===== src/rtl/hte_pkg.sv =====
// Package: shared register selects and bit positions for the transfer engine.
// Assumes: an 8-bit register write port with a 3-bit select.
package hte_pkg;
    typedef enum logic [2:0] {
        SEL_CTRL   = 3'd0,
        SEL_CNT_LO = 3'd1,
        SEL_CNT_HI = 3'd2,
        SEL_ADR_LO = 3'd3,
        SEL_ADR_HI = 3'd4,
        SEL_TRIG   = 3'd5
    } hte_sel_e;

    localparam int CTRL_OE_BIT   = 7;
    localparam int CTRL_DONE_IE  = 0;
    localparam int STAT_DONE_BIT = 0;
    localparam int STAT_BUSY_BIT = 1;
    localparam logic [7:0] IRQ_SRC_MASK = 8'h01;
endpackage


===== src/rtl/hte_pacer.sv =====
// Module: step pacer. Produces one tick every STEP cycles while enabled.
// Assumes: restart has priority and puts the phase back to zero.
module hte_pacer #(
    parameter int STEP = 24
) (
    input  logic clk,
    input  logic rst_n,
    input  logic run,
    input  logic restart,
    output logic tick
);
    localparam int PW = (STEP > 1) ? $clog2(STEP) : 1;
    localparam logic [PW-1:0] LAST = PW'(STEP - 1);

    logic [PW-1:0] phase;

    assign tick = run && (phase == LAST);

    // Advance the phase counter while running, wrap on each tick.
    always_ff @(posedge clk) begin
        if (!rst_n) begin
            phase <= '0;
        end else if (restart || !run || tick) begin
            phase <= '0;
        end else begin
            phase <= phase + 1'b1;
        end
    end

    // the phase never exceeds the last step index.
    a_r3_phase_bound: assert property (@(posedge clk) disable iff (!rst_n)
        phase <= LAST);
endmodule


===== src/rtl/hte_counter.sv =====
// Module: data address and byte count registers with borrow from low to high.
// Assumes: software writes win over an accepted byte in the same cycle.
module hte_counter
    import hte_pkg::*;
(
    input  logic        clk,
    input  logic        rst_n,
    input  logic        reg_we,
    input  logic [2:0]  reg_sel,
    input  logic [7:0]  reg_wdata,
    input  logic        accept,
    output logic [15:0] addr,
    output logic [15:0] count,
    output logic        count_zero
);
    logic [7:0] cnt_lo, cnt_hi, adr_lo, adr_hi;

    assign addr       = {adr_hi, adr_lo};
    assign count      = {cnt_hi, cnt_lo};
    assign count_zero = (count == 16'h0000);

    // Load from the register port or step on each accepted byte.
    always_ff @(posedge clk) begin
        if (!rst_n) begin
            cnt_lo <= '0;
            cnt_hi <= '0;
            adr_lo <= '0;
            adr_hi <= '0;
        end else if (reg_we && (reg_sel inside {SEL_CNT_LO, SEL_CNT_HI, SEL_ADR_LO, SEL_ADR_HI})) begin
            case (reg_sel)
                SEL_CNT_LO: cnt_lo <= reg_wdata;
                SEL_CNT_HI: cnt_hi <= reg_wdata;
                SEL_ADR_LO: adr_lo <= reg_wdata;
                default:    adr_hi <= reg_wdata;
            endcase
        end else if (accept) begin
            {adr_hi, adr_lo} <= {adr_hi, adr_lo} + 16'd1;
            cnt_lo <= cnt_lo - 8'd1;
            if (cnt_lo == 8'h00) begin
                cnt_hi <= cnt_hi - 8'd1;
            end
        end
    end

    // an accepted byte with no register write advances address and count.
    a_r4_step: assert property (@(posedge clk) disable iff (!rst_n)
        (accept && !reg_we) |=> (addr == $past(addr) + 16'd1) && (count == $past(count) - 16'd1));

    // with neither accept nor write, address and count hold.
    a_r6_hold: assert property (@(posedge clk) disable iff (!rst_n)
        (!accept && !reg_we) |=> $stable(addr) && $stable(count));
endmodule


===== src/rtl/hte_ctrl.sv =====
// Module: control register, run/pause state and active-low status flags.
// Assumes: a start or resume restarts the pacer phase; OE clear overrides all.
module hte_ctrl
    import hte_pkg::*;
(
    input  logic       clk,
    input  logic       rst_n,
    input  logic       reg_we,
    input  logic [2:0] reg_sel,
    input  logic [7:0] reg_wdata,
    input  logic       resume,
    input  logic       offer,
    input  logic       out_ready,
    input  logic       count_zero,
    output logic       running,
    output logic       restart,
    output logic [7:0] status,
    output logic       irq
);
    logic [7:0] ctrl_q;
    logic       busy_n, done_n;
    logic       oe, wr_ctrl, oe_off, start, go_on, accept, refuse, finish;

    assign oe      = ctrl_q[CTRL_OE_BIT];
    assign wr_ctrl = reg_we && (reg_sel == SEL_CTRL);
    assign oe_off  = wr_ctrl && !reg_wdata[CTRL_OE_BIT];
    assign start   = reg_we && (reg_sel == SEL_TRIG) && oe;
    assign go_on   = resume && oe && !busy_n && !running && !count_zero;
    assign accept  = offer && out_ready;
    assign refuse  = offer && !out_ready;
    assign finish  = accept && count_zero;
    assign restart = start || go_on;

    assign status = {6'h3F, busy_n, done_n};
    assign irq    = |(~status & ctrl_q & IRQ_SRC_MASK);

    // Hold the interface control register.
    always_ff @(posedge clk) begin
        if (!rst_n) begin
            ctrl_q <= '0;
        end else if (wr_ctrl) begin
            ctrl_q <= reg_wdata;
        end
    end

    // Run/pause state and the two active-low flags.
    always_ff @(posedge clk) begin
        if (!rst_n) begin
            running <= 1'b0;
            busy_n  <= 1'b1;
            done_n  <= 1'b1;
        end else if (oe_off) begin
            running <= 1'b0;
            busy_n  <= 1'b1;
        end else if (start) begin
            running <= 1'b1;
            busy_n  <= 1'b0;
        end else if (go_on) begin
            running <= 1'b1;
        end else if (finish) begin
            running <= 1'b0;
            busy_n  <= 1'b1;
            done_n  <= 1'b0;
        end else if (refuse) begin
            running <= 1'b0;
        end
    end

    // a trigger with output-enable set drives busy low.
    a_r2_start_busy: assert property (@(posedge clk) disable iff (!rst_n)
        (start && !wr_ctrl) |=> !status[STAT_BUSY_BIT]);

    // clearing output-enable returns busy high and stops running.
    a_r8_cancel: assert property (@(posedge clk) disable iff (!rst_n)
        oe_off |=> status[STAT_BUSY_BIT] && !running);

    // the done flag falls only together with busy returning high.
    a_r5_done_idle: assert property (@(posedge clk) disable iff (!rst_n)
        $fell(status[STAT_DONE_BIT]) |-> status[STAT_BUSY_BIT] && !running);

    // a refused byte stops the engine while busy stays low.
    a_r6_pause: assert property (@(posedge clk) disable iff (!rst_n)
        (refuse && !reg_we) |=> !running && !status[STAT_BUSY_BIT]);

    // the engine runs only while busy is low.
    a_r3_run_busy: assert property (@(posedge clk) disable iff (!rst_n)
        running |-> !status[STAT_BUSY_BIT]);

    // irq follows the done flag and its enable.
    a_r9_irq: assert property (@(posedge clk) disable iff (!rst_n)
        irq == (!status[STAT_DONE_BIT] && ctrl_q[CTRL_DONE_IE]));
endmodule


===== src/rtl/host_xfer_engine.sv =====
// Module: top of the buffered host transfer engine.
// Assumes: the sector buffer is external with a combinational read port.
module host_xfer_engine #(
    parameter int STEP   = 24,
    parameter int ADDR_W = 14
) (
    input  logic              clk,
    input  logic              rst_n,
    input  logic              reg_we,
    input  logic [2:0]        reg_sel,
    input  logic [7:0]        reg_wdata,
    output logic [ADDR_W-1:0] buf_addr,
    input  logic [7:0]        buf_rdata,
    output logic              out_valid,
    output logic [7:0]        out_data,
    input  logic              out_ready,
    input  logic              resume,
    output logic [7:0]        status,
    output logic              irq,
    output logic [15:0]       xfer_addr,
    output logic [15:0]       xfer_count
);
    logic running, restart, tick, count_zero, accept;

    assign out_valid = tick;
    assign out_data  = buf_rdata;
    assign buf_addr  = xfer_addr[ADDR_W-1:0];
    assign accept    = out_valid && out_ready;

    hte_pacer #(.STEP(STEP)) u_pacer (
        .clk     (clk),
        .rst_n   (rst_n),
        .run     (running),
        .restart (restart),
        .tick    (tick)
    );

    hte_counter u_counter (
        .clk        (clk),
        .rst_n      (rst_n),
        .reg_we     (reg_we),
        .reg_sel    (reg_sel),
        .reg_wdata  (reg_wdata),
        .accept     (accept),
        .addr       (xfer_addr),
        .count      (xfer_count),
        .count_zero (count_zero)
    );

    hte_ctrl u_ctrl (
        .clk        (clk),
        .rst_n      (rst_n),
        .reg_we     (reg_we),
        .reg_sel    (reg_sel),
        .reg_wdata  (reg_wdata),
        .resume     (resume),
        .offer      (out_valid),
        .out_ready  (out_ready),
        .count_zero (count_zero),
        .running    (running),
        .restart    (restart),
        .status     (status),
        .irq        (irq)
    );

    // a byte is offered only while busy is low.
    a_r3_valid_busy: assert property (@(posedge clk) disable iff (!rst_n)
        out_valid |-> !status[1]);

    // once the done flag falls, the count reads all ones.
    a_r5_end_count: assert property (@(posedge clk) disable iff (!rst_n)
        $fell(status[0]) |-> xfer_count == 16'hFFFF);
endmodule


===== config.mk =====
export PLATFORM = sky130hd
export DESIGN_NAME = host_xfer_engine
export DESIGN_NICKNAME = d
export VERILOG_FILES = /design/src/rtl/hte_pkg.sv /design/src/rtl/hte_pacer.sv /design/src/rtl/hte_counter.sv /design/src/rtl/hte_ctrl.sv /design/src/rtl/host_xfer_engine.sv
export SDC_FILE = /design/constraint.sdc
export NUM_CORES = 1
export LEC_CHECK = 0
export ABC_AREA = 1
export BUFFER_PORTS_ARGS = -buffer_cell sky130_fd_sc_hd__clkbuf_2
export CORE_MARGIN = 2
export CORE_UTILIZATION = 30
export CTS_CLUSTER_SIZE = 14
export DETAILED_ROUTE_END_ITERATION = 16
export PLACE_DENSITY = 0.52
export SYNTH_ARGS = -nofsm -noshare
export SYNTH_HDL_FRONTEND = slang
export SYNTH_SLANG_ARGS = --single-unit

===== constraint.sdc =====
create_clock -name clk -period 1.9 [get_ports clk]
set_input_delay 0.38 -clock clk [delete_from_list [all_inputs] [get_ports clk]]
set_output_delay 0.38 -clock clk [all_outputs]
set_load 0.02 [all_outputs]

## Yosys cells after proc, flatten, opt, wreduce, memory -nomap -nowiden

Cells that the tools add are included.
Widths: inputs -> output; s select.

| storage, ports and cells | value |
|---|---|
| input port bits | 24 |
| logic and storage cells | 88 |
| flip-flop bits (word level) | 48 |
| output and inout port bits | 64 |

| cells by class | value |
|---|---|
| reductions and logical operators | 38 |
| muxes and demuxes | 20 |
| add/sub/neg operators | 4 |
| equal/unequal tests | 11 |
| bitwise logic cells | 6 |

Operator list:

| operator | number |
|---|---|
| $mux 8 | 13 |
| $add 16x1->16 const B | 1 |
| $logic_not 16->1 | 1 |
| $sub 8x1->8 const B | 2 |
| $logic_and 1x1->1 | 13 |
| $logic_not 8->1 | 1 |
| $ne 2x1->1 const B | 4 |
| $reduce_and 2->1 | 4 |
| $reduce_bool 4->1 | 2 |
| $mux 1 | 7 |
| $eq 3x2->1 const B | 2 |
| $eq 3x3->1 const B | 2 |
| $reduce_bool 2->1 | 3 |
| $add 5x1->5 const B | 1 |
| $eq 5x5->1 const B | 1 |
| $logic_not 1->1 | 5 |
| $not 1->1 | 5 |
| $reduce_and 4->1 | 1 |
| $reduce_or 2->1 | 2 |
| $eq 3x1->1 const B | 1 |
| $logic_not 3->1 | 1 |
| $logic_or 1x1->1 | 3 |
| $reduce_and 3->1 | 1 |
| $reduce_or 3->1 | 1 |
| 2 further kinds | 2 |

## Depth between registers and ports, before layout

| logic depth | value |
|---|---|
| depth in word-level cells | 8 |
| depth in mapped cells | 11 |
| gate-level depth less buffers | 10 |

## Hierarchy

From an unflattened synthesis, not the netlist that was laid out.

| unflattened totals | value |
|---|---|
| cells, all modules | 503 |
| area, all modules | 2994.1 um^2 |

By module, submodules not included:

| module | area each (um^2) | seq. area each (um^2) | instances | cells each |
|---|---|---|---|---|
| hte_counter | 2247.2 | 640.6 | 1 | 390 |
| hte_ctrl | 341.6 | 100.1 | 1 | 55 |
| hte_pacer | 232.7 | 100.1 | 1 | 34 |
| host_xfer_engine | 172.7 | 0.0 | 1 | 24 |

## Worst setup path after synthesis

OpenSTA, ideal clock, no wires.

| timing | value |
|---|---|
| path type | register to register |
| start point | register u_counter.adr_lo[0] |
| end point | register u_counter.adr_hi[2] |
| library setup time | 116 ps |
| setup slack | 368 ps |
| arrival time | 1416 ps |
| period minus slack after synthesis | 1532 ps |
| data required time | 1784 ps |
| cell stages (with the launch flop) | 9 |
| path buffers | 0 |
| path through | dfxtp_1 > ha_1 > nand2_1 > nor2_1 > nand3_1 > nand2_1 > nor2_1 > nor2_1 > nor2_1 |

| on the way | value |
|---|---|
| longest elaborated chain between the ends | 3 |

Ends and longest elaborated chain:

| element | line | RTL |
|---|---|---|
| from (decl) | hte_counter.sv:16 | `logic [7:0] cnt_lo, cnt_hi, adr_lo, adr_hi;` |
| from (signal assigned) | hte_counter.sv:33 | `SEL_ADR_LO: adr_lo <= reg_wdata;` |
| from (signal assigned) | hte_counter.sv:37 | `{adr_hi, adr_lo} <= {adr_hi, adr_lo} + 16'd1;` |
| $add 16x1->16 | hte_counter.sv:37 |  |
| $mux 8 | hte_counter.sv:36 | `end else if (accept) begin` |
| $mux 8 | hte_counter.sv:29 | `end else if (reg_we && (reg_sel inside {SEL_CNT_LO, SEL_CNT_HI, SEL_ADR_LO, SEL_ADR_HI})) begin` |
| to (signal assigned) | hte_counter.sv:34 | `default: adr_hi <= reg_wdata;` |
| to (signal assigned) | hte_counter.sv:37 |  |
| to (decl) | hte_counter.sv:16 |  |

Every way passes these cells. The select of a mux whose other input is x is not followed.
A chain may end at the register's enable or synchronous reset.

## Final worst setup path

| timing | value |
|---|---|
| start point | register u_pacer.phase[0] |
| end point | output port out_valid |

| on the way | value |
|---|---|
| longest elaborated chain between the ends | 2 |

Ends and longest elaborated chain:

| element | line | RTL |
|---|---|---|
| from (decl) | hte_pacer.sv:15 | `logic [PW-1:0] phase;` |
| from (signal assigned) | hte_pacer.sv:26 | `phase <= phase + 1'b1;` |
| $eq 5x5->1 | hte_pacer.sv:17 | `assign tick = run && (phase == LAST);` |
| $logic_and 1x1->1 | hte_pacer.sv:17 |  |
| to (decl) | host_xfer_engine.sv:14 | `output logic out_valid,` |

Every way passes these cells.

==> reports/qor.txt <==
R2R Path Start: u_pacer.phase[0]
Peak Freq: 0.572 GHz
Setup TNS: 0 ns
Number of enable flip-flop cells after synthesis: 0
CP required: 1.52 ns
Root buf cell: clkbuf_8
Share of layout cells above drive strength 1: 0.175
Worst min-delay path startpoint: reg_wdata[0]
Min cycle time layout: 1.75 ns
Antenna violation net count after detailed routing: 0
Port bufs: 65
CP Data Arrival Time: 1.37 ns
Hold Crit Class: in2reg
Worst Clk Skew: 0.00865 ns
Worst path slowest cell: dfxtp_1
Period utilization: 0.920
Maximum VDD drop: 0.251 mV
Most used cell, CP: nand2_1
# IOs: 88
Final Max Slew Viols: 0
Vias in the first global route: 2698
Leading area contributor after synthesis: dfxtp_1
Max stage delay on crit path: 0.36 ns
CTS clk-pin slew, worst paths: 0.08 ns
FILL cells: 1097
GRT Overall Usage: 0.149
Setup CP Type: reg2out
Worst-case clock buffer depth: 2
Final GP Congestion: 0.811
CTS tree: yes
Ant. Diodes: 0
Sequential share of the synthesized area: 0.279
DRC violations left: 0
Switching Power: 0.000681 W
Switching Share: 0.337
Internal: 0.00134 W
Crit. Startpoint: u_pacer.phase[0]
Tot Pwr: 0.00202 W
Synth cell count leaders: nand2_1 (126), nor2_1 (102), inv_1 (54), dfxtp_1 (42), o21ai_0 (36)
Area Overhead vs Synth: 12.1%
TritonRoute pass-1 iters: 5
Distinct cells, synth: 32
Reg power frac: 0.471
Via-to-Cell Ratio: 4.42
Async SR Flop Fraction: 0
RSZ-0062 raised after global routing: false
Cts hold-fix bufs: 0
Worst Setup End Kind: output port
DRT iter0 DRCs: 122
Most numerous cell in the Yosys netlist: nand2_1
Cell Chain, Critical Path: ha_1 -> nand2_1 -> nor2_1 -> nand2_1 -> inv_1 -> clkbuf_2
Yosys reg bits: 42
Leakage: 1.83 nW
Largest net degree at the start of global routing: 26
Startpoint Class: flop
Synth top area share: 0.279
Worst r2r path cells: 9
First-pass GRT wire length: 13.2 mm
Avg Cell Area, Syn: 6.15 um2
Syn Std Cell Area: 0.00302 mm2
Synth Flop Type: dfxtp_1
CTS H-tree lvls: 2
Core area: 0.00977 mm2
Synth warn: 0
Area contributors post-synth: dfxtp_1 (28%), nand2_1 (16%), nor2_1 (13%)
Initial Util: 0.309
Die H: 104 um
WL per Instance: 11.9 um
Gate Count Post-Synth: 491
Grt total ovfl: 0
Row count: 36
Post-CTS setup repair buffer count: 0
Total die area: 0.0109 mm2
Number of setup violations in the final report: 0
CTS Buf Count: 5
Final WL: 7.95 mm
Post-DP HPWL: 6.06 mm
Worst Hold Depth: 3
Max-capacitance violation count: 0
Skew-Pair Late Insertion Delay: 0.30 ns
Power Dens Cells: 597 mW/mm2
Status: complete, no violations
Die X-Extent: 104 um
Final hold violation count: 0
Fin nets: 566
CP max FO: 3
Clk sinks: 42
Clock network power share: 0.281
Vias: 2959
Initial antenna violation count: 0
Power share of the combinational group: 0.248
-- kinds of logic (layout without fill, tap and decap cells) --
| group | after synthesis | count (layout) | synth area share |
|---|---|---|---|
| other | 1 | 6 | 0.00124 |
| buffers and inverters | 97 | 137 | 0.170 |
| DFF | 42 | 42 | 0.279 |
| AOI/OAI and AO/OA | 52 | 52 | 0.0883 |
| xor gates and xnor gates | 8 | 8 | 0.0232 |
| and+or+nand+nor | 285 | 285 | 0.414 |
| adders and majority gates | 6 | 6 | 0.0249 |
-- layout make-up --
cell class / instances / area, um2 / share of cell area
timing repair buffer: 73 / 398 / 0.118
multi-input combinational: 357 / 1690 / 0.499
inverter: 57 / 214 / 0.0632
sequential: 42 / 841 / 0.248
tap: 133 / 166 / 0.0492
clock buffer: 7 / 76.3 / 0.0226
-- cells in the final DEF, fill, tap and decap left out --
cell type,instances
clkbuf_8,5
o21bai_1,1
nor3_1,6
nor2_2,1
ha_1,6
xnor2_1,3
clkinv_1,1
nand2_4,5
buf_12,1
o21ai_0,36
dfxtp_1,42
nand3_2,1
clkbuf_2,65
conb_1,6
o21ai_1,1
nor2_4,1
inv_1,54
nand2_2,2
a31oi_1,1
a21oi_1,12
nor2_8,3
inv_2,2
clkbuf_1,2
nand3_1,31
nor2_1,102
a21boi_1,1
xor2_1,5
buf_4,7
nand2_1,126
nor3b_1,1
nand4_1,4
nand3b_1,1
nand3_4,1
-- power by group through the flow --
stage	clock (W)	combinational (W)	sequential, W
final	0.000567	0.000501	0.000953
after CTS	0.000596	0.000507	0.000953
after floorplan	0	0.000379	0.00100
after global routing	0.000619	0.000574	0.000960
after detailed placement	0	0.000504	0.000974
after global placement	0	0.000504	0.000974
-- layer usage --
metal	global-route usage	vias up	routed length, um
met4	0.0347	0	70
met1	0.197	1295	3740
met5	0	-	0
li1	-	1575	-
met2	0.251	81	3710
met3	0.0276	8	422
-- worst paths after layout --
path	slack [ns]	end
max	0.15	out_valid
min reg2reg	0.46	u_pacer.phase[0]
max reg2reg	0.27	u_counter.cnt_hi[3]
min	0.41	u_ctrl.ctrl_q[0]
-- what timing repair did --
action	CTS	global route
endpoints found under the hold margin	0	0
resized for setup	0	1
endpoints found under the setup margin	0	5
-- flip-flops by register name, indices dropped and copies added, names as in the netlist --
name / cells
u_ctrl.done_n: 1
u_ctrl.busy_n: 1
u_counter.cnt_hi: 8
u_counter.adr_lo: 8
u_ctrl.ctrl_q: 2
u_pacer.phase: 5
u_ctrl.running: 1
u_counter.cnt_lo: 8
u_counter.adr_hi: 8
-- through the flow --
| stage | hold slack [ns] | setup slack [ns] | cell area, um2 | utilization | instances |
|---|---|---|---|---|---|
| after global routing | 0.456 | 0.0121 | 3380 | 0.346 | 669 |
| final | 0.409 | 0.152 | 3380 | 0.346 | 669 |
| after detailed placement | 0.444 | -0.0579 | 3300 | 0.338 | 662 |
| after floorplan | 0.418 | 0.368 | 3040 | - | 496 |
| after CTS | 0.417 | 0.133 | 3380 | 0.346 | 669 |
| after global placement | 0.432 | -0.000316 | 3300 | 0.338 | 662 |
-- critical path, delay by kind of cell, from the launching register on --
kind	cells	cell delay [ns]
buffers and inverters	2	0.22
adders and majority gates	1	0.20
DFF	1	0.36
and+or+nand+nor	3	0.31
(Power assumes the default switching activity.)
